### config.mk
export PLATFORM = sky130hd
export DESIGN_NAME = subband_demod
export DESIGN_NICKNAME = d
export VERILOG_FILES = /design/src/rtl/demod_pkg.sv /design/src/rtl/demod_phase_ctr.sv /design/src/rtl/demod_coef_table.sv /design/src/rtl/demod_shift_add.sv /design/src/rtl/subband_demod.sv
export SDC_FILE = /design/constraint.sdc
export NUM_CORES = 2
export LEC_CHECK = 0
export BUFFER_PORTS_ARGS = -buffer_cell sky130_fd_sc_hd__buf_2
export CORE_MARGIN = 8
export CORE_UTILIZATION = 40
export CTS_CLUSTER_SIZE = 28
export DETAILED_ROUTE_END_ITERATION = 8
export GPL_TIMING_DRIVEN = 0
export PLACE_DENSITY = 0.53
export SLEW_MARGIN = 5
export SYNTH_ARGS = -nofsm -noshare
export SYNTH_HDL_FRONTEND = slang
export SYNTH_HIERARCHICAL = 1
export SYNTH_SLANG_ARGS = --single-unit
### constraint.sdc
create_clock -name clk -period 12.1 [get_ports clk]
set_clock_uncertainty 0.15 [all_clocks]
set_input_delay 0.605 -clock clk [delete_from_list [all_inputs] [get_ports clk]]
set_output_delay 0.605 -clock clk [all_outputs]
set_load 0.01 [all_outputs]
### src/rtl/demod_pkg.sv
package demod_pkg;
  localparam int CODE_W = 3;
  localparam int COEF_W = 11;
  localparam int PROD_W = CODE_W + COEF_W;

  function automatic int period_clamp(input int val, input int max_p);
    if (val < 1) return 1;
    if (val > max_p) return max_p;
    return val;
  endfunction
endpackage

### src/rtl/demod_phase_ctr.sv
module demod_phase_ctr #(
  parameter int MAX_PERIOD = 64,
  localparam int IDX_W = $clog2(MAX_PERIOD),
  localparam int PER_W = $clog2(MAX_PERIOD + 1)
) (
  input  logic             clk,
  input  logic             rst_n,
  input  logic             adv,
  input  logic             load,
  input  logic [PER_W-1:0] load_val,
  output logic [IDX_W-1:0] phase
);
  logic [PER_W-1:0] per_q;
  logic [IDX_W-1:0] phase_q;
  logic [PER_W-1:0] nxt;

  assign nxt   = PER_W'(phase_q) + PER_W'(1);
  assign phase = phase_q;

  always_ff @(posedge clk) begin
    if (!rst_n) begin
      per_q   <= PER_W'(1);
      phase_q <= '0;
    end else if (load) begin
      per_q   <= PER_W'(demod_pkg::period_clamp(int'(load_val), MAX_PERIOD));
      phase_q <= '0;
    end else if (adv) begin
      phase_q <= (nxt >= per_q) ? '0 : IDX_W'(nxt);
    end
  end

  AST_PHASE_BELOW_PERIOD: assert property (@(posedge clk) disable iff (!rst_n)
    PER_W'(phase_q) < per_q);
  AST_IDLE_HOLDS: assert property (@(posedge clk) disable iff (!rst_n)
    (!load && !adv) |=> $stable(phase_q));
  AST_LOAD_CLEARS: assert property (@(posedge clk) disable iff (!rst_n)
    load |=> (phase_q == '0));
  AST_PERIOD_CLAMPED: assert property (@(posedge clk) disable iff (!rst_n)
    (per_q >= PER_W'(1)) && (per_q <= PER_W'(MAX_PERIOD)));
endmodule

### src/rtl/demod_coef_table.sv
module demod_coef_table #(
  parameter int DEPTH  = 64,
  parameter int COEF_W = demod_pkg::COEF_W,
  localparam int IDX_W = $clog2(DEPTH)
) (
  input  logic                     clk,
  input  logic                     rst_n,
  input  logic                     wr_en,
  input  logic [IDX_W-1:0]         wr_addr,
  input  logic signed [COEF_W-1:0] wr_cos,
  input  logic signed [COEF_W-1:0] wr_sin,
  input  logic [IDX_W-1:0]         rd_addr,
  output logic signed [COEF_W-1:0] rd_cos,
  output logic signed [COEF_W-1:0] rd_sin
);
  logic signed [COEF_W-1:0] cos_r [DEPTH];
  logic signed [COEF_W-1:0] sin_r [DEPTH];

  for (genvar e = 0; e < DEPTH; e++) begin : g_entry
    always_ff @(posedge clk) begin
      if (!rst_n) begin
        cos_r[e] <= '0;
        sin_r[e] <= '0;
      end else if (wr_en && (int'(wr_addr) == e)) begin
        cos_r[e] <= wr_cos;
        sin_r[e] <= wr_sin;
      end
    end
  end

  always_comb begin
    rd_cos = '0;
    rd_sin = '0;
    if (int'(rd_addr) < DEPTH) begin
      rd_cos = cos_r[rd_addr];
      rd_sin = sin_r[rd_addr];
    end
  end
endmodule

### src/rtl/demod_shift_add.sv
module demod_shift_add #(
  parameter int CODE_W = demod_pkg::CODE_W,
  parameter int COEF_W = demod_pkg::COEF_W,
  localparam int PROD_W = CODE_W + COEF_W
) (
  input  logic [CODE_W-1:0]        code,
  input  logic signed [COEF_W-1:0] coef,
  output logic signed [PROD_W-1:0] prod
);
  // level = 2*code - (2^CODE_W - 1); product built from shifted copies
  localparam int LIM = ((1 << CODE_W) - 1) * (1 << (COEF_W - 1));

  logic signed [PROD_W-1:0] ext;
  logic signed [PROD_W-1:0] term [CODE_W];

  assign ext = PROD_W'(coef);

  for (genvar b = 0; b < CODE_W; b++) begin : g_term
    assign term[b] = code[b] ? (ext <<< (b + 1)) : '0;
  end

  always_comb begin
    prod = ext - (ext <<< CODE_W);
    for (int b = 0; b < CODE_W; b++) prod = prod + term[b];
  end

  always_comb begin
    AST_PROD_BOUND: assert ((int'(prod) <= LIM) && (int'(prod) >= -LIM));
  end
endmodule

### src/rtl/subband_demod.sv
module subband_demod #(
  parameter int MAX_PERIOD = 64,
  parameter int CODE_W = demod_pkg::CODE_W,
  parameter int COEF_W = demod_pkg::COEF_W,
  localparam int IDX_W  = $clog2(MAX_PERIOD),
  localparam int PER_W  = $clog2(MAX_PERIOD + 1),
  localparam int PROD_W = CODE_W + COEF_W
) (
  input  logic                     clk,
  input  logic                     rst_n,
  input  logic                     s_valid,
  output logic                     s_ready,
  input  logic [CODE_W-1:0]        s_code,
  output logic                     m_valid,
  input  logic                     m_ready,
  output logic signed [PROD_W-1:0] m_i,
  output logic signed [PROD_W-1:0] m_q,
  input  logic                     cfg_period_we,
  input  logic [PER_W-1:0]         cfg_period,
  input  logic                     cfg_tab_we,
  input  logic [IDX_W-1:0]         cfg_tab_addr,
  input  logic signed [COEF_W-1:0] cfg_tab_cos,
  input  logic signed [COEF_W-1:0] cfg_tab_sin
);
  logic                     take;
  logic [IDX_W-1:0]         phase;
  logic signed [COEF_W-1:0] cos_w, sin_w;
  logic signed [PROD_W-1:0] prod_i, prod_q;

  assign s_ready = !m_valid || m_ready;
  assign take    = s_valid && s_ready;

  demod_phase_ctr #(.MAX_PERIOD(MAX_PERIOD)) u_phase (
    .clk(clk), .rst_n(rst_n), .adv(take),
    .load(cfg_period_we), .load_val(cfg_period), .phase(phase)
  );

  demod_coef_table #(.DEPTH(MAX_PERIOD), .COEF_W(COEF_W)) u_table (
    .clk(clk), .rst_n(rst_n), .wr_en(cfg_tab_we), .wr_addr(cfg_tab_addr),
    .wr_cos(cfg_tab_cos), .wr_sin(cfg_tab_sin),
    .rd_addr(phase), .rd_cos(cos_w), .rd_sin(sin_w)
  );

  demod_shift_add #(.CODE_W(CODE_W), .COEF_W(COEF_W)) u_mul_i (
    .code(s_code), .coef(cos_w), .prod(prod_i)
  );

  // inverting the code negates the odd level, giving -level*sin
  demod_shift_add #(.CODE_W(CODE_W), .COEF_W(COEF_W)) u_mul_q (
    .code(~s_code), .coef(sin_w), .prod(prod_q)
  );

  always_ff @(posedge clk) begin
    if (!rst_n) begin
      m_valid <= 1'b0;
      m_i     <= '0;
      m_q     <= '0;
    end else if (s_ready) begin
      m_valid <= s_valid;
      if (s_valid) begin
        m_i <= prod_i;
        m_q <= prod_q;
      end
    end
  end

  AST_STALL_HOLDS: assert property (@(posedge clk) disable iff (!rst_n)
    (m_valid && !m_ready) |=> (m_valid && $stable(m_i) && $stable(m_q)));
  AST_VALID_LATENCY: assert property (@(posedge clk) disable iff (!rst_n)
    (s_valid && s_ready) |=> m_valid);
  AST_EMPTY_WHEN_IDLE: assert property (@(posedge clk) disable iff (!rst_n)
    (!s_valid && s_ready) |=> !m_valid);
endmodule

==> run_results.csv <==
group,metric,value,unit
global_route,grt_pass1_vias,41800,
layout,synthToLayoutAreaGrowth,15.1,%
floorplan,core,172000,sq um
status,outcome,"finished with violations",
critical_path,r2r_slack,3.59,ns
synthesis,synth.distinct_cells,72,
critical_path,path_max_fanout,10,
floorplan,fp.dieW,432,microns
floorplan,initial_core_util,40.3,%
critical_path,cp_data_required_time,12.67,ns
min_path,min-delay-start,"cfg_period_we",
global_route,grt_antenna_before_repair,44,
layout,drive_gt1_share,17.9,%
synthesis,synth-edff-count,1408,
routing,ant_nets,0,
cts,htree_levels,4,
synthesis,yosysWarningCount,6,
critical_path,crit_arrival,9.08,ns
synthesis,netlist_area,69100,sq um
routing,totalWireLength,269,mm
power,p_seq_share,48.4,%
sta,hold_viol_final,0,
global_route,grt_usage,28.3,%
critical_path,r2r-end,"m_q[11]$_SDFFE_PN0P_",
synthesis,synth_top_cell_by_area,"edfxtp_1",
routing,drt_first_pass_iters,5,
cts,cts_buffers,161,
placed_design,placed_area,74500,sq um
routing,via_count,43600,
sta,relSlewSlack,-1.09,%
routing,drc,0,
power,p_switching,3.14,mW
global_route,grtUsageMet1,38.1,%
power,power_leakage,27.4,nW
sta,tightest_slew,1.52,ns
placed_design,gp_congestion,0.979,
placed_design,pre_cts_slack,3.78,ns
layout,nNetsFinal,5110,
sta,period_needed,8.51,ns
sta,hold_slack,0.104,ns
floorplan,row_count,152,
placed_design,hpwl,195,mm
cts,clock_sink_count,1450,
sta,rsz0062_at_grt,"false",
global_route,grt_pass1_wl,361,mm
global_route,grt_start_max_net_pins,23,
global_route,use_met3,6.31,%
critical_path,crit_type,"flop to flop",
synthesis,synth-async-reset-ratio,0,%
floorplan,die_h,432,microns
power,power.total,12.1,mW
min_path,hold_depth,3,
sta,fin_crit_sh,70.3,%
layout,stdcell_count,7420,
synthesis,syn_avg_cell_area,14.8,sq um
critical_path,end_kind,"flop",
critical_path,reg2reg_from,"u_phase/phase[4]$_SDFFE_PP0P_",
critical_path,ff2ff_path_depth,20,
power,intPower,9.00,mW
global_route,busiest_layer,"met2",
global_route,use_met2,43.4,%
synthesis,syn-num-nets,4820,
placed_design,dpl.cell_count,7105,
power,powerDensity,153,nW/um^2
placed_design,port_buffers,51,
layout,final_area,79500,sq um
min_path,hold_path.class,"input port to flop",
cts,clk_path_buf_depth,3,
sta,drv_slew,21,
synthesis,synth_cells,4678,
power,swShare,25.8,%
layout,utilization,46.4,%
critical_path,crit_path_start,"u_phase/phase[4]$_SDFFE_PP0P_",
power,pwr-share-clk,38.6,%
cts,insertion_delay,0.82,ns
floorplan,dieArea,186000,sq um
synthesis,synthFlopType,"edfxtp_1",
routing,wl_per_cell,36.3,microns
cts,cts_setup_buffers,0,
synthesis,synth.ff_latch_count,1450,
status,violations,"capacitance limit, slew limit",
sta,setup_viol,0,
sta,fmax,118,MHz
cts,clk_pin_slew_worst_paths,0.06,ns
routing,drtIter0Drc,6386,
cts,cts_tree,"built",
global_route,grt_overflow,0,
critical_path,critPathLaunchType,"flop",
floorplan,ios,74,
routing,vias_per_cell,5.87,
job,maxCapViolCount,4,
min_path,worstHoldEndpoint,"u_phase/phase[1]$_SDFFE_PP0P_",
power,pwr-share-comb,13.0,%
cts,root_buffer,"clkbuf_16",
sta,fin_ws,3.59,ns
power,irDropWorstVdd,0.0000981,V
synthesis,yosysTopAreaCellShare,61.2,%
sta,fin_setup_tns,0,ns
synthesis,ys_seq_area_share,62.4,%
synthesis,ys_top_cells_by_area,"edfxtp_1, and2_1, mux4_2, fa_1, clkbuf_1",
-- how the worst max path moves through the flow --
stage	to	slack (ns)	cells after the start
after floorplan	m_q[11]$_SDFFE_PN0P_	6.49	21
after global placement	m_q[11]$_SDFFE_PN0P_	3.03	22
after global routing	m_q[11]$_SDFFE_PN0P_	3.38	20
after detailed placement	m_q[11]$_SDFFE_PN0P_	3.78	20
after CTS	m_q[11]$_SDFFE_PN0P_	3.79	20
final	m_q[11]$_SDFFE_PN0P_	3.59	20
-- layout by cell type, fill, tap and decap left out, types with 14 or more instances in the layout --
master | synthesis | final
clkbuf_1 | 286 | 333
xnor2_1 | 16 | 16
o22ai_1 | 84 | 84
mux4_1 | 18 | 18
edfxtp_1 | 1408 | 1408
mux2_2 | 16 | 16
a22oi_1 | 58 | 58
nand2_1 | 139 | 139
diode_2 | 0 | 14
o221ai_1 | 16 | 16
clkbuf_2 | 19 | 24
clkinv_2 | 0 | 21
mux2i_1 | 41 | 41
nand3_1 | 35 | 35
nor2b_1 | 15 | 15
buf_6 | 31 | 32
and2_1 | 1455 | 1455
buf_2 | 50 | 113
buf_4 | 16 | 28
mux4_2 | 326 | 326
ha_1 | 34 | 34
fa_1 | 64 | 64
nor2_1 | 84 | 84
dfxtp_1 | 42 | 42
buf_16 | 0 | 36
buf_1 | 32 | 19
o21ai_4 | 0 | 61
buf_12 | 5 | 20
clkbuf_16 | 0 | 163
inv_1 | 121 | 121
clkinv_1 | 1 | 37
a21oi_1 | 30 | 30
-- cells in the mapped netlist (9+ instances only) --
cell      instances
nand2b_1         10
nand3_1          35
ha_1             34
mux2i_1          41
a21oi_1          30
buf_6            31
nand2_1         139
a22oi_1          58
clkbuf_2         19
nor2b_1          15
o221ai_1         16
buf_4            16
nor2_1           84
o41ai_1           9
and2_1         1455
o21ai_0          73
mux4_1           18
buf_1            32
nand3b_1         10
inv_1           121
clkbuf_1        286
nor4_1           11
xnor2_1          16
mux2_2           16
buf_2            50
dfxtp_1          42
nor2_2            9
mux4_2          326
edfxtp_1       1408
o22ai_1          84
fa_1             64
-- cell families after synthesis --
kind of cell	count (synthesis)	synth area share (%)
and+or+nand+nor	1811	15.6
DFF	1450	62.4
buffers and inverters	562	3.73
muxes	401	12.2
AOI/OAI and AO/OA	330	3.20
adders and majority gates	98	2.47
xor gates and xnor gates	26	0.370
-- power groups by stage --
stage | clock [mW] | sequential (mW) | combinational, mW
2_1_floorplan | 0 | 5.97 | 0.930
3_3_place_gp | 0 | 5.99 | 1.48
3_5_place_dp | 0 | 5.98 | 1.57
4_1_cts | 4.74 | 5.88 | 1.58
5_1_grt | 4.92 | 5.90 | 1.71
6_report | 4.68 | 5.88 | 1.58
-- metal layers --
| layer | part of all wire, % | up-vias |
|---|---|---|
| met1 | 39 | 22800 |
| met2 | 45 | 2648 |
| met5 | 0.010 | - |
| li1 | - | 17600 |
| met3 | 10 | 533 |
| met4 | 6.0 | 4 |
-- state kept, by name (all words and copies together), names as in the netlist --
signal	cells
u_table/cos_r	704
m_q	14
m_valid	1
u_table/sin_r	704
m_i	14
u_phase/per_q	7
u_phase/phase	6
-- repair_timing --
item,in CTS,in global routing
endpoints found under the hold margin,8,0
endpoints found under the setup margin,0,0
hold buffers,9,0
gates resized for setup,0,0
-- area by class of cell --
type	instances	area [sq um]
clock buffers	215	4280
clock inverters	76	614
flip-flops and latches	1450	43100
multi-input cells	2666	24200
well taps	2310	2890
repair buffers	127	1780
diodes	14	35.0
plain buffers	440	2140
fillers	15200	92000
inverters	122	458
-- critical path, stage by stage, from the launching register on --
cell and delay (ns):
dfxtp_1 0.54, buf_2 0.41, buf_2 0.36, buf_1 0.84, nand3_1 0.67, o22ai_1 0.82
nor2_1 0.12, o2bb2ai_1 0.47, fa_1 0.64, fa_1 0.49, inv_1 0.05, fa_1 0.48
inv_1 0.05, ha_1 0.20, fa_1 0.47, a21o_1 0.20, a2111oi_0 0.77, a21oi_1 0.17
xor2_1 0.29, nand2_1 0.09, mux2i_1 0.14
Power figures use the tool's default switching activity.
